[config.mk]
export PLATFORM = sky130hd
export DESIGN_NAME = uart_txe_intgen
export DESIGN_NICKNAME = d
export VERILOG_FILES = /design/src/rtl/uart_txe_pkg.sv /design/src/rtl/uart_txe_occupancy.sv /design/src/rtl/uart_txe_delay.sv /design/src/rtl/uart_txe_irq.sv /design/src/rtl/uart_txe_intgen.sv
export SDC_FILE = /design/constraint.sdc
export NUM_CORES = 1
export LEC_CHECK = 0
export ABC_AREA = 1
export BUFFER_PORTS_ARGS = -buffer_cell sky130_fd_sc_hd__buf_2
export CAP_MARGIN = 40
export CORE_UTILIZATION = 25
export DETAILED_ROUTE_END_ITERATION = 8
export PLACE_DENSITY = 0.5
export SLEW_MARGIN = 20
export SYNTH_ARGS = -nofsm -noshare
export SYNTH_HDL_FRONTEND = slang
export SYNTH_SLANG_ARGS = --single-unit
[constraint.sdc]
create_clock -name clk -period 2.2 [get_ports clk]
set_input_delay 0.22 -clock clk [delete_from_list [all_inputs] [get_ports clk]]
set_output_delay 0.22 -clock clk [all_outputs]
set_load 0.01 [all_outputs]
[src/rtl/uart_txe_pkg.sv]
package uart_txe_pkg;

  localparam logic [3:0] IIR_NONE = 4'h1;
  localparam logic [3:0] IIR_TX   = 4'h2;

  typedef enum logic [1:0] {
    THRE_BUSY,
    THRE_HOLD,
    THRE_READY
  } thre_state_e;

endpackage

[src/rtl/uart_txe_occupancy.sv]
module uart_txe_occupancy #(
  parameter int FIFO_DEPTH = 16,
  parameter int CNT_W      = 5
) (
  input  logic             clk,
  input  logic             rst,
  input  logic [CNT_W-1:0] fifo_count_i,
  input  logic             thre_rise_i,
  output logic             seen_two_o
);

  localparam logic [CNT_W-1:0] TWO  = CNT_W'(2);
  localparam logic [CNT_W-1:0] FULL = CNT_W'(FIFO_DEPTH);

  logic seen_q;

  // Flag records that two or more bytes sat in the FIFO together.
  always_ff @(posedge clk) begin
    if (rst) begin
      seen_q <= 1'b0;
    end else if (thre_rise_i) begin
      seen_q <= 1'b0;
    end else if (fifo_count_i >= TWO) begin
      seen_q <= 1'b1;
    end
  end

  assign seen_two_o = seen_q;

  assert_count_range_R11: assert property (@(posedge clk) disable iff (rst)
    fifo_count_i <= FULL);

  assert_flag_after_rise_R5: assert property (@(posedge clk) disable iff (rst)
    (thre_rise_i && fifo_count_i < TWO) |=> !seen_q);

endmodule

[src/rtl/uart_txe_delay.sv]
module uart_txe_delay #(
  parameter int DLY_W = 5
) (
  input  logic             clk,
  input  logic             rst,
  input  logic             active_i,
  input  logic             bit_tick_i,
  input  logic [DLY_W-1:0] delay_bits_i,
  output logic             done_o
);

  logic [DLY_W-1:0] cnt_q;
  logic [DLY_W:0]   cnt_inc;

  assign cnt_inc = {1'b0, cnt_q} + {{DLY_W{1'b0}}, 1'b1};

  // Counts bit times while the hold-back window is open.
  always_ff @(posedge clk) begin
    if (rst || !active_i) begin
      cnt_q <= '0;
    end else if (bit_tick_i && !done_o) begin
      cnt_q <= cnt_inc[DLY_W-1:0];
    end
  end

  always_comb begin
    done_o = 1'b0;
    if (active_i) begin
      if (delay_bits_i == '0) begin
        done_o = 1'b1;
      end else if (bit_tick_i && (cnt_inc >= {1'b0, delay_bits_i})) begin
        done_o = 1'b1;
      end
    end
  end

  assert_idle_cnt_R4: assert property (@(posedge clk) disable iff (rst)
    !active_i |=> (cnt_q == '0));

endmodule

[src/rtl/uart_txe_irq.sv]
module uart_txe_irq (
  input  logic clk,
  input  logic rst,
  input  logic thre_rise_i,
  input  logic thre_next_i,
  input  logic fifo_mode_chg_i,
  input  logic thr_wr_i,
  input  logic iir_rd_i,
  input  logic shown_tx_i,
  output logic pend_next_o,
  output logic pend_o
);

  logic pend_q;
  logic do_set;
  logic do_clr;

  assign do_set = thre_rise_i || (fifo_mode_chg_i && thre_next_i);
  assign do_clr = thr_wr_i || (iir_rd_i && shown_tx_i);

  // Clearing accesses win over a set in the same cycle.
  always_comb begin
    pend_next_o = pend_q;
    if (do_clr) begin
      pend_next_o = 1'b0;
    end else if (do_set) begin
      pend_next_o = 1'b1;
    end
  end

  always_ff @(posedge clk) begin
    if (rst) begin
      pend_q <= 1'b0;
    end else begin
      pend_q <= pend_next_o;
    end
  end

  assign pend_o = pend_q;

  assert_read_clears_R8: assert property (@(posedge clk) disable iff (rst)
    (iir_rd_i && shown_tx_i) |=> !pend_q);

  assert_mode_chg_sets_R9: assert property (@(posedge clk) disable iff (rst)
    (fifo_mode_chg_i && thre_next_i && !thr_wr_i && !iir_rd_i) |=> pend_q);

endmodule

[src/rtl/uart_txe_intgen.sv]
module uart_txe_intgen
  import uart_txe_pkg::*;
#(
  parameter int FIFO_DEPTH = 16,
  parameter int DLY_W      = 5,
  localparam int CNT_W     = $clog2(FIFO_DEPTH + 1)
) (
  input  logic             clk,
  input  logic             rst,
  input  logic             fifo_mode_i,
  input  logic             tx_int_en_i,
  input  logic             fifo_mode_chg_i,
  input  logic             fifo_empty_i,
  input  logic [CNT_W-1:0] fifo_count_i,
  input  logic             thr_wr_i,
  input  logic             iir_rd_i,
  input  logic             bit_tick_i,
  input  logic [DLY_W-1:0] delay_bits_i,
  input  logic             rx_pend_i,
  input  logic [3:0]       rx_code_i,
  output logic             thre_o,
  output logic             tx_irq_o,
  output logic [3:0]       iir_code_o
);

  logic        thre_q;
  logic        thre_next;
  logic        thre_rise;
  logic        seen_two;
  logic        hold_active;
  logic        hold_done;
  logic        pend_next;
  logic        pend_q;
  logic        shown_tx;
  logic        irq_next;
  logic        irq_q;
  logic [3:0]  iir_q;
  thre_state_e state;

  // Classification of the current empty situation.
  always_comb begin
    if (!fifo_empty_i) begin
      state = THRE_BUSY;
    end else if (thre_q || seen_two) begin
      state = THRE_READY;
    end else begin
      state = THRE_HOLD;
    end
  end

  assign hold_active = (state == THRE_HOLD);

  always_comb begin
    unique case (state)
      THRE_BUSY:  thre_next = 1'b0;
      THRE_READY: thre_next = 1'b1;
      THRE_HOLD:  thre_next = hold_done;
      default:    thre_next = 1'b0;
    endcase
  end

  assign thre_rise = thre_next && !thre_q;

  uart_txe_occupancy #(
    .FIFO_DEPTH (FIFO_DEPTH),
    .CNT_W      (CNT_W)
  ) i_occupancy (
    .clk          (clk),
    .rst          (rst),
    .fifo_count_i (fifo_count_i),
    .thre_rise_i  (thre_rise),
    .seen_two_o   (seen_two)
  );

  uart_txe_delay #(
    .DLY_W (DLY_W)
  ) i_delay (
    .clk          (clk),
    .rst          (rst),
    .active_i     (hold_active),
    .bit_tick_i   (bit_tick_i),
    .delay_bits_i (delay_bits_i),
    .done_o       (hold_done)
  );

  assign shown_tx = (iir_q == IIR_TX);

  uart_txe_irq i_irq (
    .clk             (clk),
    .rst             (rst),
    .thre_rise_i     (thre_rise),
    .thre_next_i     (thre_next),
    .fifo_mode_chg_i (fifo_mode_chg_i),
    .thr_wr_i        (thr_wr_i),
    .iir_rd_i        (iir_rd_i),
    .shown_tx_i      (shown_tx),
    .pend_next_o     (pend_next),
    .pend_o          (pend_q)
  );

  assign irq_next = pend_next && fifo_mode_i && tx_int_en_i;

  // Registered outputs, all loaded on the same edge.
  always_ff @(posedge clk) begin
    if (rst) begin
      thre_q <= 1'b1;
      irq_q  <= 1'b0;
      iir_q  <= IIR_NONE;
    end else begin
      thre_q <= thre_next;
      irq_q  <= irq_next;
      if (rx_pend_i) begin
        iir_q <= rx_code_i;
      end else if (irq_next) begin
        iir_q <= IIR_TX;
      end else begin
        iir_q <= IIR_NONE;
      end
    end
  end

  assign thre_o     = thre_q;
  assign tx_irq_o   = irq_q;
  assign iir_code_o = iir_q;

  assert_irq_gated_R6: assert property (@(posedge clk) disable iff (rst)
    tx_irq_o |-> $past(fifo_mode_i && tx_int_en_i));

  assert_irq_needs_pend_R6: assert property (@(posedge clk) disable iff (rst)
    tx_irq_o |-> pend_q);

  assert_nonempty_clears_R2: assert property (@(posedge clk) disable iff (rst)
    (!$past(rst) && $past(!fifo_empty_i)) |-> !thre_o);

  assert_write_clears_R7: assert property (@(posedge clk) disable iff (rst)
    (!$past(rst) && $past(thr_wr_i)) |-> !tx_irq_o);

  assert_rx_priority_R10: assert property (@(posedge clk) disable iff (rst)
    (!$past(rst) && $past(rx_pend_i)) |-> (iir_code_o == $past(rx_code_i)));

  assert_fast_empty_R3: assert property (@(posedge clk) disable iff (rst)
    (fifo_empty_i && seen_two) |=> thre_o);

endmodule

# [Word-level counts from Yosys, hierarchy flattened]
# Cells that the tools add are included.
[classes] add_sub_neg=1 order_cmp=2 eq_ne=3 mux=10 reduce_logical=16
[op_table] cell="1-bit logical AND" n=7
[op_table] cell="5-bit by 1-bit adder with 6-bit output (second input constant)" n=1
[op_table] cell="6-bit by 5-bit >= comparator with 1-bit output" n=1
[op_table] cell="2-bit two-way mux" n=3
[op_table] cell="5-bit by 2-bit >= comparator with 1-bit output (second input constant)" n=1
[op_table] cell="5-bit logical NOT" n=1
[op_table] cell="1-bit two-way mux" n=5
[op_table] cell="4-bit by 2-bit == test with 1-bit output (second input constant)" n=1
[op_table] cell="1-bit logical OR" n=4
[op_table] cell="4-bit two-way mux" n=1
[op_table] cell="1-bit logical NOT" n=3
[op_table] cell="2-bit by 1-bit == test with 1-bit output (second input constant)" n=1
[op_table] cell="2-bit == test (second input constant)" n=1
[op_table] cell="1-bit one-hot mux with 2 select lines" n=1
[op_table] cell="2-bit OR reduction" n=1
[totals] register_bits=13 input_bits=24 out_inout_bits=6 elab_cells=38

# [Longest topological paths before layout]
[depth] ltp_word=15 depth_mapped=16 ltp_nobuf=16

# [Modules after synthesis]
# A second synthesis with hierarchy kept.
[unflattened] cells_unflattened=114 hier_area_um2=799.5
[by_module_without_submodules] module="uart_txe_delay" n_inst=1 cells_per_inst=67 area_per_inst_um2=467.9 seq_area_each_um2=100.1
[by_module_without_submodules] module="uart_txe_intgen" n_inst=1 cells_per_inst=31 area_per_inst_um2=227.7 seq_area_each_um2=120.1
[by_module_without_submodules] module="uart_txe_irq" n_inst=1 cells_per_inst=8 area_per_inst_um2=53.8 seq_area_each_um2=20.0
[by_module_without_submodules] module="uart_txe_occupancy" n_inst=1 cells_per_inst=8 area_per_inst_um2=50.0 seq_area_each_um2=20.0

# [Worst setup path after synthesis]
# No wires, ideal clock.
[synth_timing] path_type="flip-flop to flip-flop" startpoint="register i_delay.cnt_q[0]" endpoint="register i_delay.cnt_q[0]" setup_time_ns=0.068 t_arrival_ns=1.785 t_required_ns=2.132 slack_ns=0.347 stages_incl_launch_ff=16 path_buffers=0 cell_sequence="dfxtp_1 ha_1 xor2_1 ha_1 nand2_1 inv_1 nand2_1 nand2_1 nand2_1 nand2_1 nand2_1 nand2_1 nand3_2 nand2_4 or2_1 a21oi_2"
[synth_via] elab_chain_len=8
[synth_lines] element="start: declaration" line="uart_txe_delay.sv:12" source="logic [DLY_W-1:0] cnt_q;"
[synth_lines] element="start signal: assignment" line="uart_txe_delay.sv:22" source="cnt_q <= cnt_inc[DLY_W-1:0];"
[synth_lines] element="5-bit by 1-bit adder with 6-bit output" line="uart_txe_delay.sv:15" source="assign cnt_inc = {1'b0, cnt_q} + {{DLY_W{1'b0}}, 1'b1};"
[synth_lines] element="net i_delay.cnt_inc[2]" line="uart_txe_delay.sv:13" source="logic [DLY_W:0] cnt_inc;"
[synth_lines] element="6-bit by 5-bit >= comparator with 1-bit output" line="uart_txe_delay.sv:31" source="end else if (bit_tick_i && (cnt_inc >= {1'b0, delay_bits_i})) begin"
[synth_lines] element="1-bit logical AND" line="uart_txe_delay.sv:31"
[synth_lines] element="1-bit two-way mux" line="uart_txe_delay.sv:31"
[synth_lines] element="1-bit two-way mux" line="uart_txe_delay.sv:29" source="if (delay_bits_i == '0) begin"
[synth_lines] element="1-bit two-way mux" line="uart_txe_delay.sv:28" source="if (active_i) begin"
[synth_lines] element="1-bit logical NOT" line="uart_txe_delay.sv:21" source="end else if (bit_tick_i && !done_o) begin"
[synth_lines] element="1-bit logical AND" line="uart_txe_delay.sv:21"
# The timed path passes the listed nets, and every way through them passes these cells.
# A chain may end at the register's enable or synchronous reset.

# [Final worst setup path]
[layout_timing] startpoint="register i_delay.cnt_q[1]" endpoint="register i_delay.cnt_q[0]"
# Same word-level chain as after synthesis.

==> impl_metrics.tcl <==
set metrics [dict create \
    hold_buffers 0 \
    rows 19 \
    grt_max_degree 8 \
    rsz0062_at_grt "false" \
    p_int_uw 345 \
    cts-root-buf "clkbuf_4" \
    ios 30 \
    io_buffers 28 \
    endpoint_kind "flip-flop" \
    worstPathArrival_ns 2.22 \
    num_vias 690 \
    totalWireLength_mm 1.41 \
    synthesis.area_sq_um 714 \
    cts_sinks 13 \
    yosysTopAreaCell "dfxtp_1" \
    timing.fmax_ghz 0.494 \
    tightest_slew_ns 0.244 \
    crit_fanout 7 \
    routedWlPerCell_um 8.81 \
    antenna_cells 0 \
    finalCritPeriodShare_pct 91.9 \
    yosysTopAreaCellShare_pct 36.4 \
    grt_antenna_before_repair 0 \
    synth.area.top_cells "dfxtp_1 (36%), nand2_1 (13%), ha_1 (11%)" \
    core_sq_mm 0.00273 \
    clkTransAtPathRegs_ns 0.07 \
    globalRouteTotalUtil_pct 10.0 \
    synthToLayoutAreaGrowth_pct 31.9 \
    fin_tns_setup_ns 0 \
    cts_max_path_buffers 2 \
    gp_congestion 0.828 \
    r2r_slack_ns 0.18 \
    ant_nets 0 \
    die_area_sq_mm 0.00308 \
    seqPwrFrac_pct 53.9 \
    via_per_inst 4.31 \
    drv_slew 0 \
    setup_viol 0 \
    final_util_pct 34.5 \
    instances_no_fill 160 \
    drtIter0Drc 9 \
    place_inst 156 \
    p_sw_uw 112 \
    cp-start-kind "flip-flop" \
    clkPwrFrac_pct 31.4 \
    htreeDepth 1 \
    crit_type "flip-flop to flip-flop" \
    synthArstFlopShare_pct 0 \
    drive_above_1_share_pct 32.6 \
    dieWidth_um 55.5 \
    grt_pass1_wl_mm 2.42 \
    drc 0 \
    start_util_pct 26.1 \
    syn_nets 127 \
    fin_crit_ns 2.02 \
    status "completed" \
    synth_seq_cells 13 \
    slew-limit-headroom_pct 83.7 \
    ir_drop_mv 0.336 \
    syn-mean-instance-area_sq_um 7.37 \
    dominantRegCellSynth "dfxtp_1" \
    power.leakage_nw 0.487 \
    clkLatencyLatePin_ns 0.27 \
    grt_overflow 0 \
    cap_viol_max_count 0 \
    ys_warn_count 0 \
    final_nets 160 \
    hold_class "input pin to flip-flop" \
    synthCells 97 \
    cts_tree "done" \
    die_y_um 55.5 \
    grt_pass1_vias 635 \
    drtPass1Iterations 4 \
    yosysMostFrequentCell "nand2_1" \
    place_hpwl_mm 1.22 \
    fin_skew_ns 0.00173 \
    cts_buffers 3 \
    combPwrFrac_pct 14.7 \
    switching_share_pct 24.5 \
    pwr_density_cell_mw_per_mm2 486 \
    ys_top_cells_by_count "nand2_1 (25), inv_1 (15), dfxtp_1 (13)" \
    synth-seq-area-share_pct 36.4 \
    synth_cell_types 22 \
    synth_edf_count 0 \
    hold_violations 0 \
    cp_data_required_time_ns 2.40 \
]
## what timing repair did
item	CTS	global route
resized for setup	0	5
setup endpoints to repair	0	6
endpoints found under the hold margin	0	0
setup buffers	0	0
## placed cells by master, fill, tap and decap left out, drive strengths merged
master / n
dfxtp: 13
inv: 16
a21oi: 10
and2: 1
nand3: 8
buf: 28
and3: 2
or2: 3
xnor2: 1
nor4: 1
nand2: 26
o21ai: 1
nor2: 4
ha: 6
nor3: 1
o211ai: 1
or4: 1
clkbuf: 4
xor2: 2
## critical path: stages (launching register included)
cell,delay [ns]
dfxtp_1,0.37
ha_1,0.23
xor2_2,0.18
ha_1,0.25
nand2_1,0.06
inv_1,0.03
nand2_1,0.05
nand2_1,0.05
nand2_1,0.05
nand2_1,0.06
nand2_1,0.08
nand2_1,0.06
nand3_2,0.07
nand2_4,0.07
or2_1,0.22
a21oi_2,0.11
## cell type report
cell class	count	area (sq um)
fill	296	1790
inverter	16	60.1
tap	31	38.8
clock buffer	4	26.3
sequential	13	263
timing repair buffer	28	140
multi-input combinational	68	414
## metrics by stage
stage	worst slack (ns)	total power [mW]	hold WS (ns)	cell area [sq um]
finish	0.177	0.457	0.159	942
global route	0.00837	0.489	0.150	942
CTS	0.0923	0.467	0.150	920
detailed placement	0.115	0.321	0.446	893
global placement	0.165	0.319	0.446	893
floorplan	0.347	0.286	0.292	714
## power by group through the flow
stage / clock [mW] / combinational, mW / sequential [mW]
6_report: 0.144 / 0.0672 / 0.247
5_1_grt: 0.165 / 0.0766 / 0.248
4_1_cts: 0.151 / 0.0685 / 0.247
3_5_place_dp: 0 / 0.0682 / 0.252
3_3_place_gp: 0 / 0.0668 / 0.252
2_1_floorplan: 0 / 0.0321 / 0.254
## per-layer routing
layer / part of all wire, % / track usage [%] / vias up
li1: - / - / 373
met1: 46 / 11.6 / 307
met3: 2.6 / 4.22 / 2
met4: 0.78 / 3.21 / 0
met2: 51 / 16.5 / 8
met5: 0 / 0 / -
## logic make-up after synthesis
group	count (synthesis)	share of synthesized area, %
fa+ha+maj	6	10.5
compound gates	12	9.28
simple gates	47	31.7
flops	13	36.4
buf+inv	16	8.41
xor+xnor	3	3.68
## registers in the layout (all words and copies together), names as in the netlist
name and count:
i_delay.cnt_q 5, thre_o 1, tx_irq_o 1, i_irq.pend_o 1, iir_code_o 4, i_occupancy.seen_two_o 1
## final timing paths
check,depth (start not counted),end,from
max,15,i_delay.cnt_q[0]$_SDFFE_PP0P_,i_delay.cnt_q[1]$_SDFFE_PP0P_
min,2,tx_irq_o$_SDFF_PP0_,rst
max reg2reg,15,i_delay.cnt_q[0]$_SDFFE_PP0P_,i_delay.cnt_q[1]$_SDFFE_PP0P_
min reg2reg,2,i_delay.cnt_q[3]$_SDFFE_PP0P_,i_delay.cnt_q[3]$_SDFFE_PP0P_
Power figures use the tool's default switching activity.
